==> config.mk <==
export PLATFORM = sky130hd
export DESIGN_NAME = wclk_arbiter
export DESIGN_NICKNAME = d
export VERILOG_FILES = /design/src/rtl/wclk_pkg.sv /design/src/rtl/wclk_progress.sv /design/src/rtl/wclk_stale.sv /design/src/rtl/wclk_arbiter.sv
export SDC_FILE = /design/constraint.sdc
export NUM_CORES = 1
export LEC_CHECK = 0
export ABC_AREA = 1
export BUFFER_PORTS_ARGS = -buffer_cell sky130_fd_sc_hd__buf_2
export CORE_ASPECT_RATIO = 1.1
export CORE_MARGIN = 4
export CORE_UTILIZATION = 59
export CTS_CLUSTER_DIAMETER = 60
export DETAILED_ROUTE_END_ITERATION = 10
export PLACE_DENSITY_LB_ADDON = 0.15
export SLEW_MARGIN = 20
export SYNTH_ARGS = -nofsm -noshare
export SYNTH_HDL_FRONTEND = slang
export SYNTH_SLANG_ARGS = --single-unit
==> constraint.sdc <==
create_clock -name clk -period 12.2 [get_ports clk]
set_input_delay 1.22 -clock clk [delete_from_list [all_inputs] [get_ports clk]]
set_output_delay 1.22 -clock clk [all_outputs]
set_load 0.03 [all_outputs]
==> src/rtl/wclk_pkg.sv <==
package wclk_pkg;

    localparam int WCLK_TIME_W     = 64;
    localparam int WCLK_STREAMS    = 3;
    localparam int WCLK_STALE_MAX  = 3;

    // What a sampled request does to the clock register.
    typedef enum logic [2:0] {
        WC_IDLE    = 3'd0,  // no request this cycle
        WC_HOLD    = 3'd1,  // some active stream has not reached the request
        WC_ADVANCE = 3'd2,  // candidate is ahead of the clock
        WC_STALE   = 3'd3,  // candidate is not ahead of the clock
        WC_FORCE   = 3'd4   // direct write
    } wc_action_e;

    typedef struct packed {
        wc_action_e action;
        logic       write_clock;  // load the clock register
        logic       count_stale;  // bump the stale counter
        logic       clear_stale;  // zero the stale counter
    } wc_step_t;

    function automatic wc_step_t wc_classify(
        input logic req_valid,
        input logic req_force,
        input logic all_passed,
        input logic ahead,
        input logic equal_or_behind
    );
        wc_step_t s;
        s = '{action: WC_IDLE, write_clock: 1'b0, count_stale: 1'b0, clear_stale: 1'b0};
        if (req_valid) begin
            if (req_force) begin
                s.action      = WC_FORCE;
                s.write_clock = 1'b1;
                s.clear_stale = 1'b1;
            end else if (!all_passed) begin
                s.action = WC_HOLD;
            end else if (ahead) begin
                s.action      = WC_ADVANCE;
                s.write_clock = 1'b1;
                s.clear_stale = 1'b1;
            end else if (equal_or_behind) begin
                s.action      = WC_STALE;
                s.count_stale = 1'b1;
            end
        end
        return s;
    endfunction

endpackage

==> src/rtl/wclk_progress.sv <==
module wclk_progress #(
    parameter int N_STREAMS = wclk_pkg::WCLK_STREAMS,
    parameter int TIME_W    = wclk_pkg::WCLK_TIME_W
) (
    input  logic [N_STREAMS-1:0]        active,
    input  logic [N_STREAMS*TIME_W-1:0] elapsed,
    input  logic [TIME_W-1:0]           req_time,
    output logic                        all_passed,
    output logic [TIME_W-1:0]           peak
);

    logic [N_STREAMS-1:0] passed_vec;
    logic [TIME_W-1:0]    contrib [N_STREAMS];

    for (genvar i = 0; i < N_STREAMS; i++) begin : g_stream
        logic [TIME_W-1:0] e_i;
        assign e_i           = elapsed[i*TIME_W +: TIME_W];
        assign passed_vec[i] = !active[i] || (e_i >= req_time);
        assign contrib[i]    = active[i] ? e_i : '0;
    end

    assign all_passed = &passed_vec;

    always_comb begin
        peak = req_time;
        for (int i = 0; i < N_STREAMS; i++) begin
            if (contrib[i] > peak) peak = contrib[i];
        end
    end

    // a masked stream can never block the gate
    always_comb begin
        if (active == '0) begin
            a_r8_masked_pass: assert (all_passed);
        end
    end

endmodule

==> src/rtl/wclk_stale.sv <==
module wclk_stale #(
    parameter int LIMIT = wclk_pkg::WCLK_STALE_MAX,
    localparam int CNT_W = $clog2(LIMIT + 2) + 1,
    localparam logic [CNT_W-1:0] CNT_TOP = {CNT_W{1'b1}}
) (
    input  logic clk,
    input  logic rst,
    input  logic bump,
    input  logic clear,
    output logic warn
);

    logic [CNT_W-1:0] cnt_q;

    always_ff @(posedge clk) begin
        if (rst || clear) begin
            cnt_q <= '0;
        end else if (bump && cnt_q != CNT_TOP) begin
            cnt_q <= cnt_q + 1'b1;
        end
    end

    assign warn = (cnt_q > CNT_W'(LIMIT));

    a_r6_clear_zero: assert property (@(posedge clk) disable iff (rst)
        clear |=> (cnt_q == '0));

    a_r6_warn_on_limit: assert property (@(posedge clk) disable iff (rst)
        (bump && !clear && cnt_q == CNT_W'(LIMIT)) |=> warn);

    a_r9_hold_count: assert property (@(posedge clk) disable iff (rst)
        (!bump && !clear) |=> $stable(cnt_q));

endmodule

==> src/rtl/wclk_arbiter.sv <==
module wclk_arbiter
    import wclk_pkg::*;
#(
    parameter int N_STREAMS = WCLK_STREAMS,
    parameter int TIME_W    = WCLK_TIME_W,
    parameter int STALE_MAX = WCLK_STALE_MAX
) (
    input  logic                        clk,
    input  logic                        rst,
    input  logic                        req_valid,
    input  logic [TIME_W-1:0]           req_time,
    input  logic                        req_force,
    input  logic [N_STREAMS-1:0]        stream_active,
    input  logic [N_STREAMS*TIME_W-1:0] stream_elapsed,
    output logic [TIME_W-1:0]           wall_time,
    output logic                        result_valid,
    output logic                        result_ok,
    output logic                        stale_warn
);

    logic              all_passed;
    logic [TIME_W-1:0] peak;
    logic [TIME_W-1:0] wall_q;
    logic [TIME_W-1:0] wall_d;
    wc_step_t          step;

    wclk_progress #(
        .N_STREAMS(N_STREAMS),
        .TIME_W   (TIME_W)
    ) u_progress (
        .active    (stream_active),
        .elapsed   (stream_elapsed),
        .req_time  (req_time),
        .all_passed(all_passed),
        .peak      (peak)
    );

    always_comb begin
        step = wc_classify(req_valid, req_force, all_passed,
                           peak > wall_q, peak <= wall_q);
        wall_d = wall_q;
        if (step.write_clock) begin
            wall_d = (step.action == WC_FORCE) ? req_time : peak;
        end
    end

    always_ff @(posedge clk) begin
        if (rst) begin
            wall_q       <= '0;
            result_valid <= 1'b0;
            result_ok    <= 1'b0;
        end else begin
            wall_q       <= wall_d;
            result_valid <= req_valid;
            result_ok    <= req_valid && (wall_d == req_time);
        end
    end

    wclk_stale #(
        .LIMIT(STALE_MAX)
    ) u_stale (
        .clk  (clk),
        .rst  (rst),
        .bump (step.count_stale),
        .clear(step.clear_stale),
        .warn (stale_warn)
    );

    assign wall_time = wall_q;

    a_r2_hold_when_behind: assert property (@(posedge clk) disable iff (rst)
        (req_valid && !req_force && !all_passed) |=> $stable(wall_q));

    a_r4_force_write: assert property (@(posedge clk) disable iff (rst)
        (req_valid && req_force) |=> (wall_q == $past(req_time)));

    a_r5_no_backwards: assert property (@(posedge clk) disable iff (rst)
        (req_valid && !req_force) |=> (wall_q >= $past(wall_q)));

    a_r3_not_below_request: assert property (@(posedge clk) disable iff (rst)
        (req_valid && !req_force && all_passed && peak > wall_q) |=> (wall_q >= $past(req_time)));

    a_r7_pulse: assert property (@(posedge clk) disable iff (rst)
        req_valid |=> result_valid);

    a_r9_idle: assert property (@(posedge clk) disable iff (rst)
        !req_valid |=> (!result_valid && $stable(wall_q)));

endmodule

Yosys cells after proc, flatten, opt, wreduce, memory -nomap -nowiden
Cells that the tools add are included.
{"block": "word_totals", "regBits": 70, "in_bits": 263, "output_inout_bits": 67, "wordCells": 46}
{"block": "classes", "addsub": 1, "magnitude_cmp": 9, "n_eq_ne": 3, "mux": 19, "reduce_logical": 10}
{"operator": "$mux W64", "count": 8}
{"operator": "$gt A64 B64 Y1", "count": 4}
{"operator": "$ge A64 B64 Y1", "count": 3}
{"operator": "$eq A64 B64 Y1", "count": 1}
{"operator": "$le A64 B64 Y1", "count": 1}
{"operator": "$mux W3", "count": 3}
{"operator": "$mux W6", "count": 1}
{"operator": "$mux W1", "count": 5}
{"operator": "$add A4 B1 Y4 const B", "count": 1}
{"operator": "$gt A4 B2 Y1 const B", "count": 1}
{"operator": "$logic_or A1 B1 Y1", "count": 4}
{"operator": "$mux W4", "count": 1}
{"operator": "$ne A4 B4 Y1 const B", "count": 1}
{"operator": "$eq A3 B3 Y1 const B", "count": 1}
{"operator": "$logic_not A1 Y1", "count": 3}
{"operator": "$reduce_and A3 Y1", "count": 1}
{"operator": "$logic_and A1 B1 Y1", "count": 2}
{"operator": "$mux W2", "count": 1}

Depth between registers and ports, before layout
{"block": "depth", "depth_word": 18, "depth_mapped": 82, "mapped_depth_nobuf": 73}

Modules after synthesis
Synthesis repeated with hierarchy kept, for this count alone.
{"block": "hier_totals", "hier_cells": 3227, "hier_area_um2": 19381.1}
{"module": "wclk_progress", "n_inst": 1, "cells_per_inst": 2133, "area_each_um2": 12889.9, "seq_area_each_um2": 0.0}
{"module": "wclk_arbiter", "n_inst": 1, "cells_per_inst": 1063, "area_each_um2": 6274.8, "seq_area_each_um2": 1321.3}
{"module": "wclk_stale", "n_inst": 1, "cells_per_inst": 31, "area_each_um2": 216.5, "seq_area_each_um2": 80.1}

Least setup slack after synthesis
No wires, ideal clock.
{"block": "synth_path", "path_type": "input to register", "startpoint": "input stream_active[0]", "endpoint": "register result_ok", "setup_ps": 64, "t_arrival_ps": 9917, "slack_ps": 2219, "stages": 62, "cell_sequence": "buf_4 clkbuf_1 nand2_1 inv_1 ha_1 nand2_1 nor2_2 nand4_2 nor2_2 nand3_2 nor2_4 nand4_4 nand2_4 clkbuf_1 clkbuf_1 o21ai_0 ha_1 nand4_1 [26 not listed] nor4_1 nand2_1 nand3_1 nand2_1 a21boi_1 nand3_1 nor2_1 clkbuf_1 nand3_1 nand2_1 nand2_1 nand2_1 nand2_1 nor2_1 nand3_1 nor2_1 nand2_1 nor2_1"}
{"block": "synth_via", "elab_chain_len": 18}
{"item": "from (decl)", "line_no": "wclk_arbiter.sv:13", "text": "input logic [N_STREAMS-1:0] stream_active,"}
{"item": "$mux W64", "line_no": "wclk_progress.sv:19", "text": "assign contrib[i] = active[i] ? e_i : '0;"}
{"item": "$gt A64 B64 Y1", "line_no": "wclk_progress.sv:27", "text": "if (contrib[i] > peak) peak = contrib[i];"}
{"item": "$mux W64", "line_no": "wclk_progress.sv:27"}
{"item": "$gt A64 B64 Y1", "line_no": "wclk_progress.sv:27"}
{"item": "$mux W64", "line_no": "wclk_progress.sv:27"}
{"item": "$gt A64 B64 Y1", "line_no": "wclk_progress.sv:27"}
{"item": "$mux W64", "line_no": "wclk_progress.sv:27"}
{"item": "$le A64 B64 Y1", "line_no": "wclk_arbiter.sv:40", "text": "peak > wall_q, peak <= wall_q);"}
{"item": "[2 not listed]"}
{"item": "$mux W3", "line_no": "wclk_pkg.sv:37", "text": "end else if (!all_passed) begin"}
{"item": "$mux W4", "line_no": "wclk_pkg.sv:33", "text": "if (req_force) begin"}
{"item": "$mux W6", "line_no": "wclk_pkg.sv:32", "text": "if (req_valid) begin"}
{"item": "$eq A3 B3 Y1", "line_no": "wclk_arbiter.sv:43", "text": "wall_d = (step.action == WC_FORCE) ? req_time : peak;"}
{"item": "$mux W64", "line_no": "wclk_arbiter.sv:43"}
{"item": "$mux W64 *", "line_no": "wclk_arbiter.sv:42", "text": "if (step.write_clock) begin"}
{"item": "$eq A64 B64 Y1 *", "line_no": "wclk_arbiter.sv:55", "text": "result_ok <= req_valid && (wall_d == req_time);"}
{"item": "$logic_and A1 B1 Y1 *", "line_no": "wclk_arbiter.sv:55"}
{"item": "to (signal assigned)", "line_no": "wclk_arbiter.sv:55"}
{"item": "to (decl)", "line_no": "wclk_arbiter.sv:17", "text": "output logic result_ok,"}
Mark *: on every way between the ends. The rest lies on a longest branch, timed or not.
A chain may end at the register's enable or synchronous reset.

Worst setup path in the final report
Same ends and word-level chain as after synthesis.

==> flow_metrics.env <==
export IMPL_status="complete, but fails checks"
export IMPL_violations="design-rule violations"
export IMPL_worstSetupPathType="primary input to flip-flop"
export IMPL_reg2reg_from="wall_time[15]"
export IMPL_cts_clk_slew_worst_paths_ps=60
export IMPL_ys_flop_type="dfxtp_1"
export IMPL_yosys_warnings=0
export IMPL_synthTopCellsByArea="ha_1, nand2_1, inv_1"
export IMPL_drc=1
export IMPL_grt_max_degree=67
export IMPL_cts_root_buf="clkbuf_16"
export IMPL_cp_start_kind="primary input"
export IMPL_area_growth_pct=15.8
export IMPL_crit_top_cell="nand2_1"
export IMPL_ant_nets=0
export IMPL_synth_top_family_by_area="simple AND/OR/NAND/NOR gates"
export IMPL_netlist_area_sq_um=18500
export IMPL_cts_buffers=9
export IMPL_layout_cells_most_common_list="nand2_1, ha_1, inv_1"
export IMPL_num_rows=67
export IMPL_skew_ps=10.7
export IMPL_period_share_pct=96.5
export IMPL_clkLatencyLatePin_ps=360
export IMPL_critPathTopFamily="simple AND/OR/NAND/NOR gates"
export IMPL_max_slew_margin_pct=43.5
export IMPL_internal_power_mw=0.987
export IMPL_core_region_area_sq_um=30700
export IMPL_synth_top_area_share_pct=30.1
export IMPL_hpwl_mm=72.6
export IMPL_cts_htree_levels=3
export IMPL_finalCriticalPeriod_ps=11780
export IMPL_antenna_found_initial=2
export IMPL_clock_sinks=70
export IMPL_hp_class="flip-flop to flip-flop"
export IMPL_fmax_ghz=0.0849
export IMPL_antenna_cells=0
export IMPL_critPathSlowestCell="or3_1"
export IMPL_final_nets=4160
export IMPL_crit_fanout=65
export IMPL_finalPower_mw=2.17
export IMPL_ir_drop_mv=0.0775
export IMPL_yosys_area_share_adder_pct=30.1
export IMPL_yosysSeqAreaShare_pct=7.59
export IMPL_dr_pass1_iters=11
export IMPL_synth_compound_area_share_pct=14.2
export IMPL_hold_viol_final=0
export IMPL_crit_cells=67
export IMPL_reg2reg_depth=25
export IMPL_layout_drive_gt1_share_pct=13.6
export IMPL_io_pins=330
export IMPL_crit_path_end="result_ok"
export IMPL_leakagePower_nw=13.2
export IMPL_worstPathRequired_ps=12500
export IMPL_worst_pin_slew_ps=848
export IMPL_fin_tns_setup_ps=0
export IMPL_dieArea_sq_um=34200
export IMPL_port_buffer_count=329
export IMPL_grt_pass1_vias=21429
export IMPL_dieHeight_um=194
export IMPL_ys_ff_latch=70
export IMPL_synth_edf_count=0
export IMPL_worst_setup_path_end_kind="flip-flop"
export IMPL_combPwrFrac_pct=71.3
export IMPL_dr_total_vias=23773
export IMPL_track_usage_pct=46.3
export IMPL_avgRoutedWirePerCell_um=21.8
export IMPL_cts_tree="built"
export IMPL_pwr_share_clk_pct=15.6
export IMPL_seq_power_share_pct=13.1
export IMPL_wirelength_mm=84.5
export IMPL_async_flop_share_pct=0
export IMPL_first_iter_violations=3730
export IMPL_grt_pass1_wl_mm=122
export IMPL_worstReg2RegEnd="result_ok"
export IMPL_yosysUniqueCellTypes=47
export IMPL_clock_path_buffers=2
export IMPL_grt_ovfl_total=0
export IMPL_drt_vias_per_instance=6.14
export IMPL_syn_nets=3829
export IMPL_cp_num_buf_inv=10
export IMPL_drv_cap=0
export IMPL_dieWidth_um=177
export IMPL_start_util_pct=60.2
export IMPL_fillers=2887
export IMPL_swShare_pct=54.6
export IMPL_arrival_ps=12070
export IMPL_rrSetupSlack_ps=7950
export IMPL_slew_violations=0
export IMPL_p_sw_mw=1.18
export IMPL_multi_input_area_sq_um=15100
export IMPL_ff_latch_area_sq_um=1400
export IMPL_yosysTopAreaCell="ha_1"
export IMPL_final_common_cell="nand2_1"
export IMPL_powerDensity_nw_per_um2=102
export IMPL_yosys_area_share_simple_pct=36.7
export IMPL_syn_avg_cell_area_sq_um=5.92
export IMPL_setup_viol=0
export IMPL_synthMuxAreaShare_pct=0
export IMPL_synth_cells=3121
export IMPL_critPathMaxStageDelay_ps=370
export IMPL_yosys_area_share_xor_xnor_pct=0.0474
export IMPL_gp_congestion=1.18
export IMPL_cts_hold_buf=0
export IMPL_crit_start="stream_active[0]"
## synthesized netlist by cell type (2+ instances only)
library cell,instances
buf_1,7
buf_2,13
nor3_1,31
clkbuf_1,68
o211ai_2,5
a211oi_1,42
nand2_4,2
and3_1,2
nor4b_1,2
nand4_1,75
dfxtp_1,70
o2111ai_1,9
o21a_1,18
nor2_1,158
nor2_4,2
a21o_1,6
or3_1,2
nor4_1,12
inv_2,2
nand3_2,2
nand3b_1,3
a21oi_1,185
inv_1,442
o21ai_0,136
o22ai_1,8
o211ai_1,16
nand3_1,268
buf_6,5
nand2_2,4
buf_4,3
o21bai_1,7
nand2_1,1040
nor2_2,3
o21ai_1,3
ha_1,445
a31oi_1,6
o221ai_1,9
## what timing repair did
item / CTS / global route
buffers inserted: 0 / 0
cloned: 0 / 2
setup endpoints to repair: 1 / 69
resized for setup: 2 / 23
pin swaps: 0 / 3
## state kept, by name, summed over array words and instances, names as in the netlist
register	count
wall_time	64
u_stale.cnt_q	4
result_ok	1
result_valid	1
## power groups by stage
stage / clock, mW / combinational [mW] / sequential [mW]
after floorplan: 0 / 0.900 / 0.345
after global placement: 0 / 1.40 / 0.286
after detailed placement: 0 / 1.45 / 0.287
after CTS: 0.335 / 1.46 / 0.282
after global routing: 0.345 / 1.68 / 0.286
final: 0.339 / 1.55 / 0.284
## worst min-delay path by stage
| stage | startpoint | end | slack, ps | cells after the start |
|---|---|---|---|---|
| after CTS | u_stale.cnt_q[3] | u_stale.cnt_q[3] | 490 | 2 |
| after floorplan | u_stale.cnt_q[3] | u_stale.cnt_q[3] | 460 | 2 |
| after global placement | u_stale.cnt_q[1] | u_stale.cnt_q[1] | 470 | 2 |
| after global routing | u_stale.cnt_q[1] | u_stale.cnt_q[1] | 520 | 2 |
| after detailed placement | u_stale.cnt_q[3] | u_stale.cnt_q[3] | 480 | 2 |
| final | u_stale.cnt_q[3] | u_stale.cnt_q[3] | 490 | 2 |
## layout make-up
class	count	share of cell area, %
clock buffer	10	1.12
clock inverter	6	0.620
inverter	445	7.83
multi-input combinational	2512	70.5
sequential	70	6.55
tap	414	2.42
timing repair buffer	414	10.9
## worst min-delay path, cell delays in order, from the launching register on
cell	delay [ps]
dfxtp_1	310
inv_1	80
a21oi_1	60
## metrics by stage
step / util (%) / std cells / worst slack, ps / cell area [sq um] / hold WS (ps)
after floorplan: - / 3121 / 2220 / 18500 / 458
after global placement: 68.1 / 3853 / -266 / 20900 / 471
after detailed placement: 68.1 / 3853 / -448 / 20900 / 478
after CTS: 69.4 / 3869 / 61.0 / 21300 / 487
after global routing: 69.7 / 3871 / -28.6 / 21400 / 521
final: 69.7 / 3871 / 421 / 21400 / 489
## layer usage
layer / wire length, um / GRT usage (%) / share of wire [%]
met2: 31200 / 61.3 / 37
met4: 4250 / 18.2 / 5.0
met3: 16000 / 19.6 / 19
met5: 11 / 0 / 0.013
met1: 33100 / 65.4 / 39
## logic make-up after synthesis
family / after synthesis
AND/OR/NAND/NOR: 1611
flip-flops: 70
AO/OA/AOI/OAI: 453
XOR/XNOR: 1
buffers and inverters: 541
adder cells (fa/ha/maj): 445
Power figures use the tool's default switching activity.
